===== src/rtl/exti_pkg.sv =====
package exti_pkg;

    // Mode of one channel, formed as {rising bit, falling bit}
    typedef enum logic [1:0] {
        MODE_OFF  = 2'b00,
        MODE_FALL = 2'b01,
        MODE_RISE = 2'b10,
        MODE_BOTH = 2'b11
    } edge_mode_e;

    function automatic logic mode_accepts(edge_mode_e mode, logic went_up, logic went_down);
        logic hit;
        unique case (mode)
            MODE_OFF:  hit = 1'b0;
            MODE_FALL: hit = went_down;
            MODE_RISE: hit = went_up;
            MODE_BOTH: hit = went_up | went_down;
            default:   hit = 1'b0;
        endcase
        return hit;
    endfunction

endpackage


===== src/rtl/exti_sync.sv =====
module exti_sync #(
    parameter int unsigned NUM_CH = 8
) (
    input  logic              clk_i,
    input  logic              rst_ni,
    input  logic [NUM_CH-1:0] pin_i,
    output logic [NUM_CH-1:0] lvl_o,
    output logic [NUM_CH-1:0] prev_o
);

    typedef struct packed {
        logic [NUM_CH-1:0] meta;
        logic [NUM_CH-1:0] lvl;
        logic [NUM_CH-1:0] prev;
    } sync_st_t;

    sync_st_t st_d, st_q;

    always_comb begin
        st_d      = st_q;
        st_d.meta = pin_i;
        st_d.lvl  = st_q.meta;
        // history follows the level even for disabled channels
        st_d.prev = st_q.lvl;
    end

    always_ff @(posedge clk_i) begin
        if (!rst_ni) begin
            st_q <= '0;
        end else begin
            st_q <= st_d;
        end
    end

    assign lvl_o  = st_q.lvl;
    assign prev_o = st_q.prev;

endmodule


===== src/rtl/exti_cfg_regs.sv =====
module exti_cfg_regs #(
    parameter int unsigned NUM_CH    = 8,
    parameter int unsigned AW        = 16,
    parameter logic [AW-1:0] RISE_ADDR = 16'hFF48,
    parameter logic [AW-1:0] FALL_ADDR = 16'hFF49,
    localparam int unsigned IW       = $clog2(NUM_CH)
) (
    input  logic              clk_i,
    input  logic              rst_ni,
    input  logic [AW-1:0]     bus_addr_i,
    input  logic              bus_wr_i,
    input  logic              bus_bitop_i,
    input  logic [IW-1:0]     bus_bitidx_i,
    input  logic              bus_bitval_i,
    input  logic [NUM_CH-1:0] bus_wdata_i,
    output logic [NUM_CH-1:0] bus_rdata_o,
    output logic [NUM_CH-1:0] rise_en_o,
    output logic [NUM_CH-1:0] fall_en_o
);

    typedef struct packed {
        logic [NUM_CH-1:0] rise;
        logic [NUM_CH-1:0] fall;
    } cfg_st_t;

    cfg_st_t cfg_d, cfg_q;
    logic    hit_rise, hit_fall;

    assign hit_rise = (bus_addr_i == RISE_ADDR);
    assign hit_fall = (bus_addr_i == FALL_ADDR);

    always_comb begin
        cfg_d = cfg_q;
        if (bus_wr_i) begin
            if (bus_bitop_i) begin
                if (hit_rise) cfg_d.rise[bus_bitidx_i] = bus_bitval_i;
                if (hit_fall) cfg_d.fall[bus_bitidx_i] = bus_bitval_i;
            end else begin
                if (hit_rise) cfg_d.rise = bus_wdata_i;
                if (hit_fall) cfg_d.fall = bus_wdata_i;
            end
        end
    end

    always_ff @(posedge clk_i) begin
        if (!rst_ni) begin
            cfg_q <= '0;
        end else begin
            cfg_q <= cfg_d;
        end
    end

    always_comb begin
        if (hit_rise)      bus_rdata_o = cfg_q.rise;
        else if (hit_fall) bus_rdata_o = cfg_q.fall;
        else               bus_rdata_o = '0;
    end

    assign rise_en_o = cfg_q.rise;
    assign fall_en_o = cfg_q.fall;


    reset_clears_chk: assert property (@(posedge clk_i)
        !rst_ni |=> (rise_en_o == '0) && (fall_en_o == '0));


    single_bit_change_chk: assert property (@(posedge clk_i) disable iff (!rst_ni)
        (bus_wr_i && bus_bitop_i) |=>
            ($countones({rise_en_o, fall_en_o} ^ $past({rise_en_o, fall_en_o})) <= 1));


    stray_write_ignored_chk: assert property (@(posedge clk_i) disable iff (!rst_ni)
        (bus_wr_i && !hit_rise && !hit_fall) |=> ($stable(rise_en_o) && $stable(fall_en_o)));

endmodule


===== src/rtl/exti_edge_detect.sv =====
module exti_edge_detect
    import exti_pkg::*;
#(
    parameter int unsigned NUM_CH = 8
) (
    input  logic              clk_i,
    input  logic              rst_ni,
    input  logic [NUM_CH-1:0] lvl_i,
    input  logic [NUM_CH-1:0] prev_i,
    input  logic [NUM_CH-1:0] rise_en_i,
    input  logic [NUM_CH-1:0] fall_en_i,
    output logic [NUM_CH-1:0] irq_o
);

    typedef struct packed {
        logic [NUM_CH-1:0] irq;
    } det_st_t;

    det_st_t det_d, det_q;

    always_comb begin
        det_d = det_q;
        for (int unsigned ch = 0; ch < NUM_CH; ch++) begin
            det_d.irq[ch] = mode_accepts(edge_mode_e'({rise_en_i[ch], fall_en_i[ch]}),
                                         lvl_i[ch] & ~prev_i[ch],
                                         ~lvl_i[ch] & prev_i[ch]);
        end
    end

    always_ff @(posedge clk_i) begin
        if (!rst_ni) begin
            det_q <= '0;
        end else begin
            det_q <= det_d;
        end
    end

    assign irq_o = det_q.irq;

    for (genvar g = 0; g < NUM_CH; g++) begin : g_chk

        off_channel_silent_chk: assert property (@(posedge clk_i) disable iff (!rst_ni)
            irq_o[g] |-> $past(rise_en_i[g] | fall_en_i[g]));

        rise_only_level_chk: assert property (@(posedge clk_i) disable iff (!rst_ni)
            (irq_o[g] && !$past(fall_en_i[g])) |-> $past(lvl_i[g]));

        fall_only_level_chk: assert property (@(posedge clk_i) disable iff (!rst_ni)
            (irq_o[g] && !$past(rise_en_i[g])) |-> !$past(lvl_i[g]));
    end

endmodule


===== src/rtl/exti_edge_unit.sv =====
module exti_edge_unit #(
    parameter int unsigned NUM_CH    = 8,
    parameter int unsigned AW        = 16,
    parameter logic [AW-1:0] RISE_ADDR = 16'hFF48,
    parameter logic [AW-1:0] FALL_ADDR = 16'hFF49,
    localparam int unsigned IW       = $clog2(NUM_CH)
) (
    input  logic              clk_i,
    input  logic              rst_ni,
    input  logic [NUM_CH-1:0] pin_i,
    input  logic [AW-1:0]     bus_addr_i,
    input  logic              bus_wr_i,
    input  logic              bus_bitop_i,
    input  logic [IW-1:0]     bus_bitidx_i,
    input  logic              bus_bitval_i,
    input  logic [NUM_CH-1:0] bus_wdata_i,
    output logic [NUM_CH-1:0] bus_rdata_o,
    output logic [NUM_CH-1:0] irq_o
);

    logic [NUM_CH-1:0] lvl, prev, rise_en, fall_en;

    exti_sync #(.NUM_CH(NUM_CH)) sync_i (
        .clk_i  (clk_i),
        .rst_ni (rst_ni),
        .pin_i  (pin_i),
        .lvl_o  (lvl),
        .prev_o (prev)
    );

    exti_cfg_regs #(
        .NUM_CH   (NUM_CH),
        .AW       (AW),
        .RISE_ADDR(RISE_ADDR),
        .FALL_ADDR(FALL_ADDR)
    ) regs_i (
        .clk_i        (clk_i),
        .rst_ni       (rst_ni),
        .bus_addr_i   (bus_addr_i),
        .bus_wr_i     (bus_wr_i),
        .bus_bitop_i  (bus_bitop_i),
        .bus_bitidx_i (bus_bitidx_i),
        .bus_bitval_i (bus_bitval_i),
        .bus_wdata_i  (bus_wdata_i),
        .bus_rdata_o  (bus_rdata_o),
        .rise_en_o    (rise_en),
        .fall_en_o    (fall_en)
    );

    exti_edge_detect #(.NUM_CH(NUM_CH)) det_i (
        .clk_i     (clk_i),
        .rst_ni    (rst_ni),
        .lvl_i     (lvl),
        .prev_i    (prev),
        .rise_en_i (rise_en),
        .fall_en_i (fall_en),
        .irq_o     (irq_o)
    );


    irq_quiet_in_reset_chk: assert property (@(posedge clk_i)
        !rst_ni |=> (irq_o == '0));

endmodule


===== config.mk =====
export PLATFORM = sky130hd
export DESIGN_NAME = exti_edge_unit
export DESIGN_NICKNAME = d
export VERILOG_FILES = /design/src/rtl/exti_pkg.sv /design/src/rtl/exti_sync.sv /design/src/rtl/exti_cfg_regs.sv /design/src/rtl/exti_edge_detect.sv /design/src/rtl/exti_edge_unit.sv
export SDC_FILE = /design/constraint.sdc
export NUM_CORES = 1
export LEC_CHECK = 0
export ABC_CLOCK_PERIOD_IN_PS = 2300
export CAP_MARGIN = 0
export CORE_ASPECT_RATIO = 1.25
export CORE_MARGIN = 4
export CORE_UTILIZATION = 45
export DETAILED_ROUTE_END_ITERATION = 12
export PLACE_DENSITY = 0.73
export RECOVER_POWER = 50
export REMOVE_ABC_BUFFERS = 1
export SYNTH_ARGS = -nofsm -noshare
export SYNTH_HDL_FRONTEND = slang
export SYNTH_SLANG_ARGS = --single-unit
export TNS_END_PERCENT = 10

===== constraint.sdc =====
create_clock -name clk_i -period 2.3 [get_ports clk_i]
set_clock_uncertainty 0.2 [all_clocks]
set_input_delay 0.345 -clock clk_i [delete_from_list [all_inputs] [get_ports clk_i]]
set_output_delay 0.345 -clock clk_i [all_outputs]
set_load 0.05 [all_outputs]

==> impl_metrics.py <==
metrics = {
    "clock_network": {
        "htreeDepth": 2,
        "root_buffer": "clkbuf_8",
        "clk_latency_ns": 0.29,
        "clk_pin_slew_ns": 0.08,
        "clk_path_buf_depth": 2,
        "cts_buffers": 5,
        "cts_tree": "yes",
        "cts_num_sinks": 48,
    },
    "final_layout": {
        "fin_nets": 388,
        "layout_common_cells": "48 x dfxtp_1, 31 x clkdlybuf4s50_1, 22 x inv_1, 17 x and2_1, 17 x nand2_1",
        "fin_util_pct": 64.2,
        "final_common_cell": "dfxtp_1",
        "antenna_cells": 0,
        "finalInstanceArea_um2": 3260,
        "finalNonFillerCells": 395,
        "drive_gt1_share_pct": 11.7,
        "area_growth_pct": 37.4,
    },
    "synth": {
        "synthDistinctLibCells": 32,
        "synth_top_area_share_pct": 40.5,
        "synth_warnings": 0,
        "synth_top_area_cell": "dfxtp_1",
        "syn_inst": 270,
        "synth-seq-cells": 48,
        "synth.avg_cell_area_um2": 8.80,
        "syn_area_um2": 2370,
        "synth_edf_count": 0,
        "synth-async-reset-ratio_pct": 0,
        "synthFlopType": "dfxtp_1",
        "ys_seq_area_share_pct": 40.5,
        "synth.area.top_cells": "dfxtp_1 40%, ha_1 8.4%, and2_1 7.4%",
    },
    "power_and_ir_drop": {
        "powerDensity_nw_per_um2": 474,
        "seqPwrFrac_pct": 55.2,
        "pwr-share-clk_pct": 32.9,
        "p_leak_uw": 0.00126,
        "p_int_uw": 1190,
        "switchingPower_uw": 355,
        "peakVddDrop_mv": 0.445,
        "comb_power_share_pct": 11.9,
        "p_sw_share_pct": 23.0,
    },
    "run": {
        "max_cap_violations": 0,
    },
    "place": {
        "dpl.hpwl_um": 3890,
        "globalplace.congestion": 0.817,
        "dp.cells": 385,
        "place_area_um2": 3120,
        "io_buffer_count": 55,
    },
    "sta": {
        "hold_viol": 0,
        "drv_slew": 0,
        "setup_ws_ns": -0.0839,
        "setup-tns-final_ns": -0.591,
        "setup_viol": 8,
        "finalCritPeriodShare_pct": 104,
        "relSlewSlack_pct": 51.2,
        "max_freq_mhz": 419,
        "holdWs_ns": 0.234,
        "worst_slew_pin_slew_ns": 0.731,
        "period_needed_ns": 2.38,
        "rsz0062_at_grt": "yes",
    },
    "min_path": {
        "min_from": "sync_i.st_d[11]",
        "holdPathStages": 1,
        "hold_path.class": "register to register",
        "holdPathEnd": "sync_i.lvl_o[3]",
    },
    "worst_setup_path": {
        "cpPeakStageDelay_ns": 0.53,
        "crit-reg2reg-launch": "sync_i.prev_o[6]",
        "crit_path_frequent_cell": "buf_12",
        "crit_path_cell_trace": "buf_6, or4b_4, or4_4, buf_12, nor2_4, buf_12",
        "critPathKind": "input port to output port",
        "rr_worst_depth": 6,
        "r2r-end": "det_i.irq_o[6]",
        "crit_slowest_cell": "or4b_4",
        "path_max_fanout": 8,
        "arrival_ns": 1.84,
        "start_kind": "input port",
        "crit_required_ns": 1.75,
        "cp-end-kind": "output port",
        "ff2ff_setup_slack_ns": 0.95,
    },
    "floorplan": {
        "die_w_um": 73.0,
        "boundaryPins": 56,
        "die_h_um": 89.2,
        "dieArea_um2": 6510,
        "placementRows": 29,
        "core_um2": 5080,
        "start_util_pct": 46.7,
    },
    "detailed_routing": {
        "drc": 0,
        "vias": 2088,
        "wl_per_cell_um": 13.2,
        "dr.pass1.iters": 4,
        "final_antenna_net_count": 0,
        "dr.first_iter.drc_count": 91,
        "via_per_inst": 5.29,
        "wirelength_um": 5200,
    },
    "global_routing": {
        "gr-usage-all-layers_pct": 17.1,
        "antenna_found_initial": 0,
        "grt_max_degree": 24,
        "grt-ovfl-total": 0,
        "grt_pass1_wl_um": 8890,
        "grt_pass1_vias": 1970,
    },
    "outcome": {
        "status": "finished with violations",
        "violations": "setup timing",
    },
}
-- layer usage --
metal | vias up | part of all wire (%) | GRT usage [%]
met5 | - | 0 | 0
met1 | 964 | 44 | 21.8
met4 | 0 | 1.0 | 5.03
li1 | 1054 | - | -
met3 | 4 | 7.7 | 3.82
met2 | 66 | 47 | 29.0
-- synth_stat cells (2+ instances only) --
cell / instances
a21oi_1: 11
a31oi_1: 2
a41o_1: 4
and2_1: 28
and3_1: 3
clkbuf_1: 8
dfxtp_1: 48
ha_1: 16
inv_1: 22
mux2i_1: 14
nand2_1: 17
nand4_1: 3
nand4b_1: 2
nor2_1: 14
nor2b_1: 16
o211ai_1: 3
o21ai_0: 16
o21ai_1: 14
o31ai_1: 16
-- cell type report --
cell class	instances	area [um2]
Sequential cell	48	961
Multi-Input combinational cell	188	1340
Inverter	22	82.6
Fill cell	451	1820
Timing Repair Buffer	67	711
Clock buffer	8	90.1
Tap cell	62	77.6
-- repair_timing --
item,in CTS,in global routing
hold buffers,0,0
endpoints found under the setup margin,24,8
pin swaps,13,0
buffers inserted,2,0
gates resized for setup,47,0
-- worst max-delay path by stage --
stage / from / to / cells past startpoint
2_1_floorplan: bus_addr_i[5] / bus_rdata_o[0] / 3
3_3_place_gp: bus_addr_i[5] / bus_rdata_o[3] / 6
3_5_place_dp: bus_addr_i[5] / bus_rdata_o[4] / 6
4_1_cts: bus_addr_i[7] / bus_rdata_o[3] / 6
5_1_grt: bus_addr_i[7] / bus_rdata_o[3] / 6
6_report: bus_addr_i[7] / bus_rdata_o[2] / 6
-- state kept, by name (all words and copies together) (netlist names) --
register,cells
sync_i.lvl_o,8
regs_i.rise_en_o,8
sync_i.prev_o,8
sync_i.st_d,8
regs_i.fall_en_o,8
det_i.irq_o,8
-- critical path, delay by kind of cell --
family | cells | cell delay (ns)
buffers and inverters | 3 | 0.41
AND/OR/NAND/NOR | 3 | 1.08
-- power groups by stage --
stage                     registers (uW)  logic (uW)  clock network [uW]
after floorplan                      872        71.1                   0
after global placement               873         189                   0
after detailed placement             874         193                   0
after CTS                            854         186                 524
after global routing                 857         204                 558
final                                854         183                 509
-- metrics by stage --
stage                     setup slack (ns)  power, uW
final                              -0.0839       1550
after global routing                -0.119       1620
after CTS                          -0.0891       1560
after detailed placement            -0.607       1070
after global placement              -0.603       1060
after floorplan                     -0.414        943
-- logic make-up (layout without fill, tap and decap cells) --
group | count (synthesis) | count (layout) | synth area share, %
and+or+nand+nor | 91 | 91 | 21.7
DFF | 48 | 48 | 40.5
adders and majority gates | 16 | 16 | 8.43
buffers and inverters | 34 | 97 | 5.80
AOI/OAI and AO/OA | 67 | 67 | 17.8
muxes | 14 | 14 | 5.90
Power figures use the tool's default switching activity.
